### src/rtl/dmac_pkg.sv
// Shared constants and types for the DMA controller control-port logic.
// Assumes the index field is 4 bits and control operations sit at 8..15.
package dmac_pkg;
    localparam int IDX_W = 4;

    localparam logic [IDX_W-1:0] IX_CMD     = 4'h8;
    localparam logic [IDX_W-1:0] IX_REQ     = 4'h9;
    localparam logic [IDX_W-1:0] IX_SMASK   = 4'hA;
    localparam logic [IDX_W-1:0] IX_MODE    = 4'hB;
    localparam logic [IDX_W-1:0] IX_CLRPTR  = 4'hC;
    localparam logic [IDX_W-1:0] IX_MCLR    = 4'hD;
    localparam logic [IDX_W-1:0] IX_CLRMASK = 4'hE;
    localparam logic [IDX_W-1:0] IX_WRMASK  = 4'hF;

    // Only the controller-disable bit may be set in an accepted command
    localparam logic [7:0] CMD_ALLOWED = 8'h04;
    localparam int         CMD_DIS_BIT = 2;
    // Bit that selects set versus clear in request and single-mask writes
    localparam int         SEL_BIT     = 2;

    typedef struct packed {
        logic cmd;
        logic req;
        logic smask;
        logic mode;
        logic clrptr;
        logic mclr;
        logic clrmask;
        logic wrmask;
    } wr_op_t;
endpackage

### src/rtl/dmac_decode.sv
// Index decoder: turns a write or read strobe plus index into one-hot
// operation strobes. Assumes at most one access per cycle per direction.
module dmac_decode
    import dmac_pkg::*;
(
    input  logic             wr_en,
    input  logic             rd_en,
    input  logic [IDX_W-1:0] idx,
    output wr_op_t           wop,
    output logic             rd_stat,
    output logic             rd_mask
);
    // Write decode; indices below 8 map to no operation
    always_comb begin
        wop = '0;
        if (wr_en) begin
            case (idx)
                IX_CMD:     wop.cmd     = 1'b1;
                IX_REQ:     wop.req     = 1'b1;
                IX_SMASK:   wop.smask   = 1'b1;
                IX_MODE:    wop.mode    = 1'b1;
                IX_CLRPTR:  wop.clrptr  = 1'b1;
                IX_MCLR:    wop.mclr    = 1'b1;
                IX_CLRMASK: wop.clrmask = 1'b1;
                IX_WRMASK:  wop.wrmask  = 1'b1;
                default:    wop = '0;
            endcase
        end
    end

    // Read decode for the two readable control indices
    always_comb begin
        rd_stat = rd_en && (idx == IX_CMD);
        rd_mask = rd_en && (idx == IX_WRMASK);
    end
endmodule

### src/rtl/dmac_status.sv
// Status word: low half terminal-count flags, high half request flags.
// Update order within one cycle: hardware request pulses (set beats
// release), then read-clear of the low half, then the software request
// write, then terminal-count pulses; master clear overrides all.
module dmac_status #(
    parameter  int NCH = 4,
    localparam int CHW = $clog2(NCH)
) (
    input  logic             clk,
    input  logic             rst_n,
    input  logic             mclr,
    input  logic             rd_clr,
    input  logic             req_wr,
    input  logic [CHW-1:0]   req_ch,
    input  logic             req_set,
    input  logic [NCH-1:0]   dreq_set,
    input  logic [NCH-1:0]   dreq_clr,
    input  logic [NCH-1:0]   tc_hit,
    output logic [2*NCH-1:0] status_q
);
    logic [NCH-1:0] hi_d, lo_d;

    // Next-state of both halves with the documented precedence
    always_comb begin
        hi_d = (status_q[2*NCH-1:NCH] & ~dreq_clr) | dreq_set;
        lo_d = status_q[NCH-1:0];
        if (rd_clr) lo_d = '0;
        if (req_wr) begin
            hi_d[req_ch] = req_set;
            lo_d[req_ch] = 1'b0;
        end
        lo_d = lo_d | tc_hit;
        if (mclr) begin
            hi_d = '0;
            lo_d = '0;
        end
    end

    // Status register
    always_ff @(posedge clk) begin
        if (!rst_n) status_q <= '0;
        else        status_q <= {hi_d, lo_d};
    end
endmodule

### src/rtl/dmac_mask.sv
// Channel mask register with single-bit, clear-all, load-all and master
// clear updates. Assumes the decoder presents at most one op per cycle.
module dmac_mask #(
    parameter  int NCH = 4,
    localparam int CHW = $clog2(NCH)
) (
    input  logic           clk,
    input  logic           rst_n,
    input  logic           mclr,
    input  logic           clrmask,
    input  logic           wrmask,
    input  logic           smask,
    input  logic [CHW-1:0] sel_ch,
    input  logic           sel_set,
    input  logic [NCH-1:0] load_val,
    output logic [NCH-1:0] mask_q
);
    // Mask register; reset leaves every channel masked
    always_ff @(posedge clk) begin
        if (!rst_n)       mask_q <= '1;
        else if (mclr)    mask_q <= '1;
        else if (clrmask) mask_q <= '0;
        else if (wrmask)  mask_q <= load_val;
        else if (smask)   mask_q[sel_ch] <= sel_set;
    end
endmodule

### src/rtl/dmac_pick.sv
// Fixed-priority pick: reports the lowest-numbered active request.
module dmac_pick #(
    parameter  int NCH = 4,
    localparam int CHW = $clog2(NCH)
) (
    input  logic [NCH-1:0] req,
    output logic           vld,
    output logic [CHW-1:0] ch
);
    // Scan from the top so the lowest active index is written last
    always_comb begin
        vld = |req;
        ch  = '0;
        for (int i = NCH - 1; i >= 0; i--) begin
            if (req[i]) ch = CHW'(i);
        end
    end
endmodule

### src/rtl/dmac_ctrl.sv
// Control-port half of a multi-channel DMA controller: command, mask,
// status and mode registers plus run-enable generation. Assumes
// single-cycle access strobes; indices below 8 belong to another block.
module dmac_ctrl
    import dmac_pkg::*;
#(
    parameter  int NCH = 4,
    parameter  int DW  = 8,
    localparam int CHW = $clog2(NCH)
) (
    input  logic              clk,
    input  logic              rst_n,
    input  logic              wr_en,
    input  logic              rd_en,
    input  logic [IDX_W-1:0]  idx,
    input  logic [DW-1:0]     wdata,
    output logic [DW-1:0]     rdata,
    input  logic [NCH-1:0]    dreq_set,
    input  logic [NCH-1:0]    dreq_clr,
    input  logic [NCH-1:0]    tc_hit,
    output logic [NCH-1:0]    run_en,
    output logic              next_vld,
    output logic [CHW-1:0]    next_ch,
    output logic              ptr_clr,
    output logic [DW-1:0]     cmd_out,
    output logic [NCH*DW-1:0] mode_bus
);
    wr_op_t           wop;
    logic             rd_stat, rd_mask;
    logic [2*NCH-1:0] status_q;
    logic [NCH-1:0]   mask_q;
    logic [CHW-1:0]   wch;

    assign wch = wdata[CHW-1:0];

    dmac_decode u_dec (
        .wr_en   (wr_en),
        .rd_en   (rd_en),
        .idx     (idx),
        .wop     (wop),
        .rd_stat (rd_stat),
        .rd_mask (rd_mask)
    );

    dmac_status #(.NCH(NCH)) u_stat (
        .clk      (clk),
        .rst_n    (rst_n),
        .mclr     (wop.mclr),
        .rd_clr   (rd_stat),
        .req_wr   (wop.req),
        .req_ch   (wch),
        .req_set  (wdata[SEL_BIT]),
        .dreq_set (dreq_set),
        .dreq_clr (dreq_clr),
        .tc_hit   (tc_hit),
        .status_q (status_q)
    );

    dmac_mask #(.NCH(NCH)) u_mask (
        .clk      (clk),
        .rst_n    (rst_n),
        .mclr     (wop.mclr),
        .clrmask  (wop.clrmask),
        .wrmask   (wop.wrmask),
        .smask    (wop.smask),
        .sel_ch   (wch),
        .sel_set  (wdata[SEL_BIT]),
        .load_val (wdata[NCH-1:0]),
        .mask_q   (mask_q)
    );

    // Command register: rejects any write carrying unsupported bits
    always_ff @(posedge clk) begin
        if (!rst_n)       cmd_out <= '0;
        else if (wop.mclr) cmd_out <= '0;
        else if (wop.cmd && ((wdata & ~DW'(CMD_ALLOWED)) == '0)) cmd_out <= wdata;
    end

    // One mode byte per channel, written when the channel field matches
    for (genvar g = 0; g < NCH; g++) begin : g_mode
        always_ff @(posedge clk) begin
            if (!rst_n)                             mode_bus[g*DW +: DW] <= '0;
            else if (wop.mode && (wch == CHW'(g)))  mode_bus[g*DW +: DW] <= wdata;
        end
    end

    // Run enables: unmasked, requesting, controller not disabled
    always_comb begin
        run_en = ~mask_q & status_q[2*NCH-1:NCH] & {NCH{~cmd_out[CMD_DIS_BIT]}};
    end

    dmac_pick #(.NCH(NCH)) u_pick (
        .req (run_en),
        .vld (next_vld),
        .ch  (next_ch)
    );

    // Byte-pointer clear pulse from its own index or master clear
    assign ptr_clr = wop.clrptr | wop.mclr;

    // Read data mux; zero when no readable index is strobed
    always_comb begin
        if (rd_stat)      rdata = DW'(status_q);
        else if (rd_mask) rdata = DW'(mask_q);
        else              rdata = '0;
    end
endmodule

### config.mk
export PLATFORM = sky130hd
export DESIGN_NAME = dmac_ctrl
export DESIGN_NICKNAME = d
export VERILOG_FILES = /design/src/rtl/dmac_pkg.sv /design/src/rtl/dmac_decode.sv /design/src/rtl/dmac_status.sv /design/src/rtl/dmac_mask.sv /design/src/rtl/dmac_pick.sv /design/src/rtl/dmac_ctrl.sv
export SDC_FILE = /design/constraint.sdc
export NUM_CORES = 1
export LEC_CHECK = 0
export ABC_AREA = 0
export BUFFER_PORTS_ARGS = -buffer_cell sky130_fd_sc_hd__clkbuf_2
export CORE_UTILIZATION = 45
export DETAILED_ROUTE_END_ITERATION = 10
export PLACE_DENSITY_LB_ADDON = 0.25
export SLEW_MARGIN = 20
export SYNTH_ARGS = -nofsm -noshare
export SYNTH_HDL_FRONTEND = slang
export SYNTH_SLANG_ARGS = --single-unit
### constraint.sdc
create_clock -name clk -period 1.2 [get_ports clk]
set_input_delay 0 -clock clk [delete_from_list [all_inputs] [get_ports clk]]
set_output_delay 0 -clock clk [all_outputs]
set_load 0.005 [all_outputs]
==> impl_metrics.json <==
{
  "overflow": 0,
  "grt_usage_pct": 21.84,
  "cp_top_family": "simple AND/OR/NAND/NOR gates",
  "grt_pass1_wl_mm": 8.942,
  "insertion_delay_ns": 0.30,
  "clockRootBuffer": "clkbuf_8",
  "path_class": "register to output port",
  "ys_seq_area_share_pct": 46.56,
  "path_buf_inv": 1,
  "max_stage_delay_ns": 0.34,
  "hp-class": "input pin to register",
  "p_leak_nw": 1.408,
  "utilization_pct": 66.68,
  "layout-drive-gt1-share_pct": 40.70,
  "required_ns": 1.20,
  "slew_violations": 0,
  "fp.coreArea_um2": 4755,
  "holdWs_ns": 0.01335,
  "p_clk_share_pct": 33.4,
  "r2r_cells": 2,
  "synthTopCellsByCount": "dfxtp_1, mux2i_1, nor2b_1",
  "regArea_um2": 1051,
  "syn_area_per_cell_um2": 9.850,
  "pwr-share-comb_pct": 10.8,
  "syn_nets": 255,
  "synth_warnings": 0,
  "grt_pass1_vias": 1870,
  "die_w_um": 72.49,
  "die_height_um": 72.49,
  "r2r_start": "u_mask.mask_q[3]",
  "slowest_stage": "dfxtp_2",
  "synth_top_area_share_pct": 46.56,
  "path_clk_slew_ns": 0.09,
  "netSwitchingFraction_pct": 24.81,
  "min_to": "u_stat.status_q[5]",
  "syn2layout_area_growth_pct": 41.80,
  "worstReg2RegEnd": "u_mask.mask_q[3]",
  "rsz0062_at_grt": "true",
  "worstSetupEndpointType": "output port",
  "irDropWorstVdd_v": 0.0005811,
  "synth.largest_area_cell": "dfxtp_1",
  "critPathLaunchType": "register",
  "synth_cells": 227,
  "worstPathMaxFanout": 3,
  "min_period_ns": 1.266,
  "switchingPower_uw": 789.7,
  "vias_per_cell": 5.007,
  "hpwlAfterDp_mm": 4.071,
  "start_util_pct": 47.03,
  "violations": "negative setup slack",
  "io_pins": 84,
  "drt-total-wl_mm": 5.591,
  "ys_async_sr_fraction_pct": 0,
  "max_freq_mhz": 789.8,
  "cp_cell_sequence": "nand2b_4 -> nor2_2 -> nor2_1 -> nor3_1 -> clkbuf_2",
  "grt_max_degree": 33,
  "cts_tree": "built",
  "ys_types": 36,
  "dr.pass1.iters": 4,
  "wire_per_inst_um": 13.60,
  "ant_nets": 0,
  "tightest_slew_ns": 0.3539,
  "fin_ws_ns": -0.06621,
  "power_mw": 3.183,
  "timing.final.setup_violations": 2,
  "numCtsBuffers": 5,
  "fin_worst_skew_ns": 0,
  "port_buffers": 83,
  "synth_edf_count": 0,
  "min_path_cells": 3,
  "outcome": "complete, but fails checks",
  "synth_area_leaders": "dfxtp_1, mux2i_1, nor2b_1",
  "multi_input_comb_area_um2": 1192,
  "period_share_pct": 105.5,
  "fp-row-count": 25,
  "die_area_um2": 5255,
  "relSlewSlack_pct": 76.36,
  "synth_area_um2": 2236,
  "place.gp.congestion": 0.8980,
  "powerDensity_nw_per_um2": 1004,
  "drc_errors": 0,
  "nets": 371,
  "ys_ff_latch": 52,
  "hold_viol": 0,
  "clockBufferDepth": 2,
  "diodes": 0,
  "cts_sinks": 52,
  "r2r_slack_ns": 0.34,
  "cp.arrival_ns": 1.27,
  "vias": 2058,
  "synth_flop_cell": "dfxtp_1",
  "pwr-share-seq_pct": 55.8,
  "fill_cells": 410,
  "hold_start": "dreq_set[1]",
  "cap_viol_max_count": 0,
  "p_int_mw": 2.393,
  "drt_iter0_drc": 104,
  "yosysMostFrequentCell": "dfxtp_1",
  "htree_levels": 2,
  "antenna_found_initial": 0
}
## logic make-up (layout without fill, tap and decap cells)
family | count (synthesis) | after routing | synth area share [%]
AOI/OAI and AO/OA | 35 | 35 | 10.41
DFF | 52 | 52 | 46.56
buffers and inverters | 14 | 131 | 2.574
and+or+nand+nor | 101 | 101 | 29.27
muxes | 25 | 25 | 11.19
## timing repair
action	in CTS	in global routing
endpoints found under the hold margin	5	0
setup endpoints to repair	6	10
cloned	0	0
resized for setup	9	8
pin swaps	3	4
hold buffers	5	0
buffers inserted	3	3
## per-stage QoR
stage / cells / setup WS (ns) / setup TNS [ns] / area (µm²)
after global placement: 392 / -0.06173 / -0.1562 / 2914
after CTS: 408 / -0.04333 / -0.1023 / 3119
after floorplan: 227 / 0.1629 / 0 / 2236
final: 411 / -0.06621 / -0.06783 / 3171
after detailed placement: 392 / -0.06425 / -0.2631 / 2914
after global routing: 411 / -0.1504 / -0.2534 / 3171
## worst min-delay path: cells and delay by family
family / cells / cell delay (ns)
AO/OA/AOI/OAI: 2 / 0.20
buffers and inverters: 1 / 0.08
## per-layer routing
metal | track usage (%) | part of all wire [%]
met5 | 0 | 0
met1 | 31.16 | 50
met2 | 34.16 | 46
met4 | 4.793 | 0.16
met3 | 4.306 | 4.8
## sequential cells by signal, summed over array words and instances (netlist names)
register and cells:
cmd_out 8, u_stat.status_q 8, u_mask.mask_q 4, mode_bus 32
## power by group through the flow
stage / Combinational, mW / Clock (mW) / Sequential [mW]
after global placement: 0.312 / 0 / 1.81
after floorplan: 0.149 / 0 / 1.81
after CTS: 0.332 / 1.09 / 1.77
final: 0.344 / 1.06 / 1.78
after detailed placement: 0.312 / 0 / 1.81
after global routing: 0.375 / 1.16 / 1.78
## layout by cell type, fill, tap and decap left out, types with 7 or more instances in the layout
master,n
and2_1,7
nor2_1,19
nand2_1,7
buf_4,27
nand3_1,7
clkbuf_2,83
mux2i_1,25
dfxtp_1,46
nor2b_1,25
a21oi_1,8
## how the worst max path moves through the flow
stage	slack (ns)	cells after the start	to	start
floorplan	0.16	4	u_stat.status_q[0]	wdata[1]
global placement	-0.06	5	u_stat.status_q[1]	idx[2]
detailed placement	-0.06	5	u_stat.status_q[1]	idx[2]
CTS	-0.04	4	next_ch[0]	cmd_out[2]
global route	-0.15	5	next_ch[1]	u_mask.mask_q[2]
finish	-0.07	5	next_ch[1]	u_mask.mask_q[2]
## final cells by class
type | count | share of cell area [%]
Multi-Input combinational cell | 161 | 37.61
Sequential cell | 52 | 33.15
Timing Repair Buffer | 118 | 22.97
Tap cell | 67 | 2.644
Clock buffer | 6 | 2.605
Inverter | 5 | 0.5919
Clock inverter | 2 | 0.4341
No activity file was read; power rests on OpenSTA's default activity.
